## src/rtl/fir_pkg.sv

```systemverilog
package fir_pkg;

    typedef enum logic {
        PH_IDLE = 1'b0,
        PH_RUN  = 1'b1
    } phase_e;

endpackage

```

## src/rtl/fir_sample_ring.sv

```systemverilog
module fir_sample_ring #(
    parameter int DATA_W = 16,
    parameter int TAPS   = 8,
    localparam int IDX_W = $clog2(TAPS)
) (
    input  logic                     clk,
    input  logic                     rst_n,
    input  logic                     wr_en,
    input  logic [IDX_W-1:0]         wr_idx,
    input  logic signed [DATA_W-1:0] wr_data,
    input  logic [IDX_W-1:0]         rd_idx,
    output logic signed [DATA_W-1:0] rd_data
);

    logic signed [DATA_W-1:0] mem_d [TAPS];
    logic signed [DATA_W-1:0] mem_q [TAPS];

    always_comb begin
        for (int i = 0; i < TAPS; i++) begin
            mem_d[i] = mem_q[i];
        end
        if (wr_en) begin
            mem_d[wr_idx] = wr_data;
        end
    end

    always_ff @(posedge clk or negedge rst_n) begin
        if (!rst_n) begin
            for (int i = 0; i < TAPS; i++) begin
                mem_q[i] <= '0;
            end
        end else begin
            for (int i = 0; i < TAPS; i++) begin
                mem_q[i] <= mem_d[i];
            end
        end
    end

    assign rd_data = mem_q[rd_idx];

endmodule

```

## src/rtl/fir_coef_bank.sv

```systemverilog
module fir_coef_bank #(
    parameter int COEF_W = 16,
    parameter int TAPS   = 8,
    localparam int IDX_W = $clog2(TAPS)
) (
    input  logic                     clk,
    input  logic                     rst_n,
    input  logic                     wr_en,
    input  logic [IDX_W-1:0]         wr_idx,
    input  logic signed [COEF_W-1:0] wr_data,
    input  logic [IDX_W-1:0]         rd_idx,
    output logic signed [COEF_W-1:0] rd_data
);

    logic signed [COEF_W-1:0] bank_d [TAPS];
    logic signed [COEF_W-1:0] bank_q [TAPS];

    always_comb begin
        for (int i = 0; i < TAPS; i++) begin
            bank_d[i] = bank_q[i];
            if (wr_en && (wr_idx == IDX_W'(i))) begin
                bank_d[i] = wr_data;
            end
        end
    end

    always_ff @(posedge clk or negedge rst_n) begin
        if (!rst_n) begin
            for (int i = 0; i < TAPS; i++) begin
                bank_q[i] <= '0;
            end
        end else begin
            for (int i = 0; i < TAPS; i++) begin
                bank_q[i] <= bank_d[i];
            end
        end
    end

    assign rd_data = bank_q[rd_idx];

endmodule

```

## src/rtl/fir_mac_unit.sv

```systemverilog
module fir_mac_unit #(
    parameter int DATA_W = 16,
    parameter int COEF_W = 16,
    parameter int ACC_W  = 40,
    parameter int FRAC   = 15,
    localparam int PROD_W = DATA_W + COEF_W
) (
    input  logic signed [DATA_W-1:0] x_in,
    input  logic signed [COEF_W-1:0] c_in,
    input  logic signed [ACC_W-1:0]  acc_in,
    input  logic                     first,
    output logic signed [ACC_W-1:0]  acc_out,
    output logic signed [DATA_W-1:0] y_out
);

    localparam logic signed [ACC_W-1:0] Y_MAX =
        {{(ACC_W-DATA_W+1){1'b0}}, {(DATA_W-1){1'b1}}};
    localparam logic signed [ACC_W-1:0] Y_MIN =
        {{(ACC_W-DATA_W+1){1'b1}}, {(DATA_W-1){1'b0}}};
    localparam logic signed [ACC_W-1:0] HALF =
        ACC_W'(1) <<< (FRAC - 1);

    logic signed [PROD_W-1:0] prod;
    logic signed [ACC_W-1:0]  prod_ext;
    logic signed [ACC_W-1:0]  rounded;
    logic signed [ACC_W-1:0]  scaled;

    always_comb begin
        prod     = x_in * c_in;
        prod_ext = {{(ACC_W-PROD_W){prod[PROD_W-1]}}, prod};
        acc_out  = first ? prod_ext : (acc_in + prod_ext);
        rounded  = acc_out + HALF;
        scaled   = rounded >>> FRAC;
        if (scaled > Y_MAX) begin
            y_out = Y_MAX[DATA_W-1:0];
        end else if (scaled < Y_MIN) begin
            y_out = Y_MIN[DATA_W-1:0];
        end else begin
            y_out = scaled[DATA_W-1:0];
        end
    end

endmodule

```

## src/rtl/fir_mac_engine.sv

```systemverilog
module fir_mac_engine #(
    parameter int DATA_W = 16,
    parameter int COEF_W = 16,
    parameter int ACC_W  = 40,
    parameter int TAPS   = 8,
    localparam int IDX_W = $clog2(TAPS),
    localparam int FRAC  = COEF_W - 1
) (
    input  logic                     clk,
    input  logic                     rst_n,
    input  logic                     in_valid,
    input  logic signed [DATA_W-1:0] in_data,
    output logic                     in_ready,
    input  logic                     coef_we,
    input  logic [IDX_W-1:0]         coef_addr,
    input  logic signed [COEF_W-1:0] coef_wdata,
    output logic                     out_valid,
    output logic signed [DATA_W-1:0] out_data
);

    import fir_pkg::*;

    localparam logic [IDX_W-1:0] LAST_IDX = IDX_W'(TAPS - 1);

    typedef struct packed {
        phase_e                   ph;
        logic [IDX_W-1:0]         tap;
        logic [IDX_W-1:0]         rd;
        logic [IDX_W-1:0]         wr;
        logic signed [ACC_W-1:0]  acc;
        logic signed [DATA_W-1:0] y;
        logic                     y_vld;
    } ctl_t;

    ctl_t ctl_d, ctl_q;

    logic                     take_smp;
    logic                     coef_wr_ok;
    logic signed [DATA_W-1:0] x_rd;
    logic signed [COEF_W-1:0] c_rd;
    logic signed [ACC_W-1:0]  acc_nxt;
    logic signed [DATA_W-1:0] y_nxt;

    function automatic logic [IDX_W-1:0] ptr_inc(input logic [IDX_W-1:0] p);
        return (p == LAST_IDX) ? '0 : p + 1'b1;
    endfunction

    function automatic logic [IDX_W-1:0] ptr_dec(input logic [IDX_W-1:0] p);
        return (p == '0) ? LAST_IDX : p - 1'b1;
    endfunction

    assign take_smp   = in_valid && (ctl_q.ph == PH_IDLE);
    assign coef_wr_ok = coef_we && (ctl_q.ph == PH_IDLE);

    fir_sample_ring #(
        .DATA_W (DATA_W),
        .TAPS   (TAPS)
    ) u_ring (
        .clk     (clk),
        .rst_n   (rst_n),
        .wr_en   (take_smp),
        .wr_idx  (ctl_q.wr),
        .wr_data (in_data),
        .rd_idx  (ctl_q.rd),
        .rd_data (x_rd)
    );

    fir_coef_bank #(
        .COEF_W (COEF_W),
        .TAPS   (TAPS)
    ) u_coef (
        .clk     (clk),
        .rst_n   (rst_n),
        .wr_en   (coef_wr_ok),
        .wr_idx  (coef_addr),
        .wr_data (coef_wdata),
        .rd_idx  (ctl_q.tap),
        .rd_data (c_rd)
    );

    fir_mac_unit #(
        .DATA_W (DATA_W),
        .COEF_W (COEF_W),
        .ACC_W  (ACC_W),
        .FRAC   (FRAC)
    ) u_mac (
        .x_in    (x_rd),
        .c_in    (c_rd),
        .acc_in  (ctl_q.acc),
        .first   (ctl_q.tap == '0),
        .acc_out (acc_nxt),
        .y_out   (y_nxt)
    );

    always_comb begin
        ctl_d       = ctl_q;
        ctl_d.y_vld = 1'b0;
        unique case (ctl_q.ph)
            PH_IDLE: begin
                if (take_smp) begin
                    ctl_d.ph  = PH_RUN;
                    ctl_d.tap = '0;
                    ctl_d.rd  = ctl_q.wr;
                    ctl_d.wr  = ptr_inc(ctl_q.wr);
                end
            end
            PH_RUN: begin
                ctl_d.acc = acc_nxt;
                ctl_d.rd  = ptr_dec(ctl_q.rd);
                if (ctl_q.tap == LAST_IDX) begin
                    ctl_d.ph    = PH_IDLE;
                    ctl_d.y     = y_nxt;
                    ctl_d.y_vld = 1'b1;
                end else begin
                    ctl_d.tap = ctl_q.tap + 1'b1;
                end
            end
            default: ctl_d.ph = PH_IDLE;
        endcase
    end

    always_ff @(posedge clk or negedge rst_n) begin
        if (!rst_n) begin
            ctl_q <= '{ph: PH_IDLE, tap: '0, rd: '0, wr: '0,
                       acc: '0, y: '0, y_vld: 1'b0};
        end else begin
            ctl_q <= ctl_d;
        end
    end

    assign in_ready  = (ctl_q.ph == PH_IDLE);
    assign out_valid = ctl_q.y_vld;
    assign out_data  = ctl_q.y;

endmodule

```

## config.mk

```make
export PLATFORM = sky130hd
export DESIGN_NAME = fir_mac_engine
export DESIGN_NICKNAME = d
export VERILOG_FILES = /design/src/rtl/fir_pkg.sv /design/src/rtl/fir_sample_ring.sv /design/src/rtl/fir_coef_bank.sv /design/src/rtl/fir_mac_unit.sv /design/src/rtl/fir_mac_engine.sv
export SDC_FILE = /design/constraint.sdc
export NUM_CORES = 1
export LEC_CHECK = 0
export ABC_AREA = 1
export BUFFER_PORTS_ARGS = -buffer_cell sky130_fd_sc_hd__buf_2
export CAP_MARGIN = 20
export CORE_MARGIN = 5
export CORE_UTILIZATION = 60
export CTS_BUF_LIST = sky130_fd_sc_hd__clkbuf_8
export DETAILED_ROUTE_END_ITERATION = 8
export PLACE_DENSITY_LB_ADDON = 0.25
export SLEW_MARGIN = 10
export SYNTH_ARGS = -nofsm -noshare
export SYNTH_HDL_FRONTEND = slang
export SYNTH_SLANG_ARGS = --single-unit
```

## constraint.sdc

```tcl
create_clock -name clk -period 10.4 [get_ports clk]
set_input_delay 2.08 -clock clk [delete_from_list [all_inputs] [get_ports clk]]
set_output_delay 2.08 -clock clk [all_outputs]
set_load 0.005 [all_outputs]
```

==> impl_metrics.ini, run 1 <==
[status]
status = completed

[flow_run]
max_cap_violations = 0

[min_path]
hold_path_startpoint = u_ring.mem_q[23]
min_path_type = flop to flop
whs_path_depth = 2
min_to = u_ring.mem_q[23]

[layout]
drive_gt1_share_pct = 8.99
final_area_sq_um = 32000
syn2layout_area_growth_pct = 9.43
fin_cells = 4795
final_nets = 4567

[sta]
hold-worst-slack_ns = 0.477
timing.setup.tns_ns = 0
relSlewSlack_pct = 28.1
finalSetupViolCount = 0
fmax_mhz = 100
finalHoldViolations = 0
worstMarginPinSlew_ns = 1.08
fin_crit_sh_pct = 95.9
fin_skew_ns = 0.0351
min_period_ns = 9.98
slew_viol_final = 0

[global_routing]
antenna_found_initial = 1
grt_max_degree = 128
grt-ovfl-total = 0
grtUsageTotal_pct = 31.3
grt_pass1_vias = 25897
grt_pass1_wl_um = 136000

[worst_setup_path]
path_max_fanout = 11
max_stage_delay_ns = 0.55
worstSetupStartpointType = flop
path_depth = 51
reg2reg_slack_ns = 0.42
crit_type = flop to flop
crit_buf_inv = 11
cp-end-kind = flop
reg2regPathDepth = 51
slowest_stage = fa_1
reg2reg_from = ctl_q[61]
path_common_cell = nand2_1
cp.arrival_ns = 10.51
cp.required_ns = 10.94
cp_top_family = adder cells
r2r_end = out_data[9]

[synthesis]
netlist_instances = 4069
synth_seq_cells = 323
synthArstFlopShare_pct = 100
syn_nets = 4504
yosysUniqueCellTypes = 39
syn_area_per_cell_sq_um = 7.19
netlist.area_leader.share_pct = 27.6
synth_common_cells = 1096 x nand2_1, 745 x inv_1, 468 x o21ai_0, 397 x nor2_1, 323 x dfrtp_1
synth_area_leaders = dfrtp_1 28%, fa_1 18%, nand2_1 14%
synth_area_leader_cell = dfrtp_1
ys.flop_type = dfrtp_1
synth_area_sq_um = 29300
yosysSeqAreaShare_pct = 27.6
synth_edf_count = 0
yosysMostFrequentCell = nand2_1
yosysWarningCount = 0

[routing]
num_vias = 26571
vias_per_cell = 5.54
drt_drc_violations_left = 0
avgRoutedWirePerCell_um = 17.4
drtPass1Iterations = 7
drt-total-wl_um = 83300
antenna_left = 0
drt-initial-drc-count = 2536

[clocking]
clk_latency_ns = 0.66
cts_hold_buf = 0
path_clk_slew_ns = 0.07
cts_tree = yes
cts.sinks = 323
cts_inserted_buffers = 56
cts_htree_levels = 2
cts-root-buf = clkbuf_8
cts_buffer_depth = 3

[place]
hpwl_um = 63000
dp_cells = 4675
io_buffers = 56
gp_congestion = 1.02
post_dp_cell_area_sq_um = 30400

[floorplan]
die_h_um = 231
core_area_sq_um = 48500
die_w_um = 231
die_area_sq_um = 53300
rows = 81
initial_core_util_pct = 60.3
io_pins = 57
-- cell families (layout without fill, tap and decap cells) --
group,count (synthesis),after routing,synth area share (%)
simple gates,1736,1737,23.9
buf+inv,909,1011,11.9
compound gates,676,676,12.0
fa+ha+maj,396,396,23.7
flops,323,323,27.6
xor+xnor,29,29,0.868
other cells,0,1,0
-- what timing repair did --
item	CTS	global route
setup endpoints to repair	15	16
hold endpoints to repair	0	0
buffers inserted	0	15
pin swaps	0	5
cloned	0	2
resized for setup	2	94
-- cells in the final DEF (no fill, tap or decap), types with 3 or more instances in the layout --
cell type   count
inv_2          16
fa_1          262
nor3_1          6
nor2_1        374
ha_2            6
clkinv_2        3
a21oi_2         9
nand2_4         3
xor2_1         18
dfrtp_2         3
nand2_2        24
a31oi_1         8
buf_4          84
o21ai_2         9
buf_2          55
xnor2_1        10
buf_8           6
o21bai_1        9
nand2_1      1085
nor2_2         39
a21oi_1       126
o21ai_1        17
inv_1         755
clkbuf_8       68
o22ai_1        33
clkinvlp_4      6
ha_1          125
buf_12          8
bufinv_16       3
o211ai_1        3
clkinv_1        3
o21ai_0       457
nand4_1        36
dfrtp_1       320
nand3_1       141
nor3_2         11
nand3_2        10
nand3b_1        4
-- how the worst max path moves through the flow --
stage,from,endpoint,slack [ns]
after global routing,ctl_q[63],out_data[11],-0.02
after floorplan,ctl_q[63],out_data[5],0.76
after CTS,ctl_q[61],out_data[10],0.02
final,ctl_q[61],out_data[9],0.42
after detailed placement,ctl_q[65],out_data[1],-0.05
after global placement,ctl_q[61],out_data[5],0.04
-- layout make-up --
cell class	count	area [sq um]
Multi-Input combinational cell	2838	17900
Fill cell	4324	16500
Sequential cell	323	8090
Inverter	757	2860
Timing Repair Buffer	155	1190
Clock buffer	68	936
Tap cell	622	778
Clock inverter	30	220
Timing Repair inverter	1	7.51
Antenna cell	1	2.50
-- registers in the layout (all words and copies together), names as in the netlist --
signal / flops
u_ring.mem_q: 128
out_data: 16
out_valid: 1
ctl_q: 50
u_coef.bank_q: 128
-- per-stage QoR --
stage / setup slack, ns / utilization [%]
2_1_floorplan: 0.764 / -
3_3_place_gp: 0.0412 / 62.6
3_5_place_dp: -0.0488 / 62.6
4_1_cts: 0.0247 / 65.0
5_1_grt: -0.0199 / 66.0
6_report: 0.424 / 66.0
-- routing by layer --
layer  vias to the layer above  track usage (%)  share of wire (%)
met3                       237             4.71                7.7
li1                      12658                -                  -
met5                         -                0                  0
met2                      1106             51.4                 47
met1                     12570             42.5                 41
met4                         0             12.1                4.4
-- worst reg2reg max path, delay by kind of cell, from the launching register on --
family | cells | cell delay [ns]
AOI/OAI and AO/OA | 3 | 0.23
adders and majority gates | 8 | 3.92
and+or+nand+nor | 29 | 3.69
DFF | 1 | 0.51
buffers and inverters | 11 | 1.53
Power of run 1 is left out: the tool's default activity adds up to more than one toggle a clock period on the data nets, which glitch-free logic cannot reach.
==> run 2: changes to the inputs <==
--- a/config.mk
+++ b/config.mk
@@ -10,7 +10,6 @@
 export CAP_MARGIN = 20
 export CORE_MARGIN = 5
 export CORE_UTILIZATION = 60
-export CTS_BUF_LIST = sky130_fd_sc_hd__clkbuf_8
 export DETAILED_ROUTE_END_ITERATION = 8
 export PLACE_DENSITY_LB_ADDON = 0.25
 export SLEW_MARGIN = 10
==> constraint.sdc (replaced) <==
create_clock -name clk -period 12.1 [get_ports clk]
set_input_delay 2.42 -clock clk [delete_from_list [all_inputs] [get_ports clk]]
set_output_delay 2.42 -clock clk [all_outputs]
set_load 0.005 [all_outputs]
==> run 2 against run 1 <==
First-iteration DRC count down 10%. Cell count down 1.6%. Setup slack improved by 0.48 ns. Clock skew fell by 0.021 ns.
==> impl_metrics.ini, run 2 (synthesis gave the netlist of run 1 again) <==
[worst_setup_path]
slowest_stage = fa_1
crit_type = flop to flop
reg2reg_from = ctl_q[63]
reg2reg_slack_ns = 0.91
crit_buf_inv = 10
cp-end-kind = flop
worstSetupStartpointType = flop
max_stage_delay_ns = 0.70
reg2regPathDepth = 50
cp_top_family = adder cells
cp.required_ns = 12.54
path_max_fanout = 31
r2r_end = out_data[9]
path_common_cell = nand2_1
cp.arrival_ns = 11.64

[flow_run]
max_cap_violations = 0

[clocking]
cts_tree = yes
cts_buffer_depth = 3
cts_hold_buf = 0
cts_setup_buffers = 0
clk_latency_ns = 0.57
cts_inserted_buffers = 37
cts_resized = 0
path_clk_slew_ns = 0.06
cts.sinks = 323
cts-root-buf = clkbuf_16
cts_htree_levels = 2

[layout]
fin_util_pct = 64.8
top_regs = u_coef.bank_q x128, u_ring.mem_q x128, ctl_q x50
layout_common_cells = 1096 x nand2_1, 744 x inv_1, 467 x o21ai_0
final_area_sq_um = 31500
regArea_sq_um = 8090
final_nets = 4506
drive_gt1_share_pct = 5.83
multi_input_area_sq_um = 17700
final_common_cell = nand2_1
fillers = 4358
diodes = 0
syn2layout_area_growth_pct = 7.56

[floorplan]
die_w_um = 231
initial_core_util_pct = 60.3
core_area_sq_um = 48500
rows = 81
die_h_um = 231
die_area_sq_um = 53300
io_pins = 57

[sta]
grt_setup_unrepaired = no
worstMarginPinSlew_ns = 1.04
timing.setup.tns_ns = 0
min_period_ns = 11.19
fmax_mhz = 89.3
hold-worst-slack_ns = 0.479
fin_crit_sh_pct = 92.5
finalHoldViolations = 0
fin_skew_ns = 0.0146
finalSetupViolCount = 0
relSlewSlack_pct = 30.2
slew_viol_final = 0

[place]
hpwl_um = 63000
gp_congestion = 1.01
io_buffers = 56
post_dp_cell_area_sq_um = 30200

[routing]
drtPass1Iterations = 6
drt-total-wl_um = 82500
avgRoutedWirePerCell_um = 17.5
num_vias = 26282
antenna_left = 0
wl_met2_um = 38600
wl_met1_um = 34800
highest_layer = met4
drt_drc_violations_left = 0
wl_met3_um = 5800
vias_per_cell = 5.57
drt-initial-drc-count = 2275

[global_routing]
antenna_found_initial = 0
grtUsageTotal_pct = 31.1
grt_max_degree = 171
grt_pass1_wl_um = 134000
grt-ovfl-total = 0
grt_pass1_vias = 25667

[status]
status = completed

[min_path]
whs_path_depth = 2
min_path_type = flop to flop
hold_path_startpoint = u_coef.bank_q[85]
min_to = u_coef.bank_q[85]
## run 2: cell types whose count changed in the layout (fill, tap and decap cells not counted), moves of 10 or more
cell	previous run	this run
o21ai_0	457	467
clkbuf_8	68	5
clkbuf_1	0	12
inv_1	755	744
nand2_1	1085	1096
nor2_1	374	396
nand2_2	24	14
clkbuf_16	0	38
nor2_2	39	18
buf_4	84	55
## run 2: worst min-delay path, stage by stage (launching register included)
cell and delay, ns:
dfrtp_1 0.34, nand2_1 0.05, o21ai_0 0.06
## run 2: how the worst max path moves through the flow
stage               from           to  cells past startpoint  slack (ns)
3_5_place_dp   ctl_q[61]  out_data[6]                     50        0.88
6_report       ctl_q[63]  out_data[9]                     50        0.91
5_1_grt        ctl_q[61]  out_data[5]                     50        0.09
4_1_cts        ctl_q[61]  out_data[5]                     50        0.82
3_3_place_gp   ctl_q[63]  out_data[5]                     50        1.03
2_1_floorplan  ctl_q[63]  out_data[5]                     52        2.46
## run 2: final cells by class
cell class              instances  area share [%]
inverters                     757            9.03
clock buffers                  55            3.38
flip-flops and latches        323            25.7
multi-input cells            2837            56.3
well taps                     622            2.47
repair buffers                115            2.52
clock inverters                11           0.600
## run 2: routing by layer
layer  vias up  GRT usage, %
met3       223          4.51
met5         -             0
li1      12506             -
met2      1034          51.2
met4         0          11.3
met1     12519          42.3
## run 2: through the flow
stage / std cells / setup slack, ns
after floorplan: 4069 / 2.46
after global placement: 4651 / 1.03
after detailed placement: 4652 / 0.882
after CTS: 4718 / 0.820
after global routing: 4720 / 0.0923
final: 4720 / 0.905
Power of run 2 is left out for the same reason.
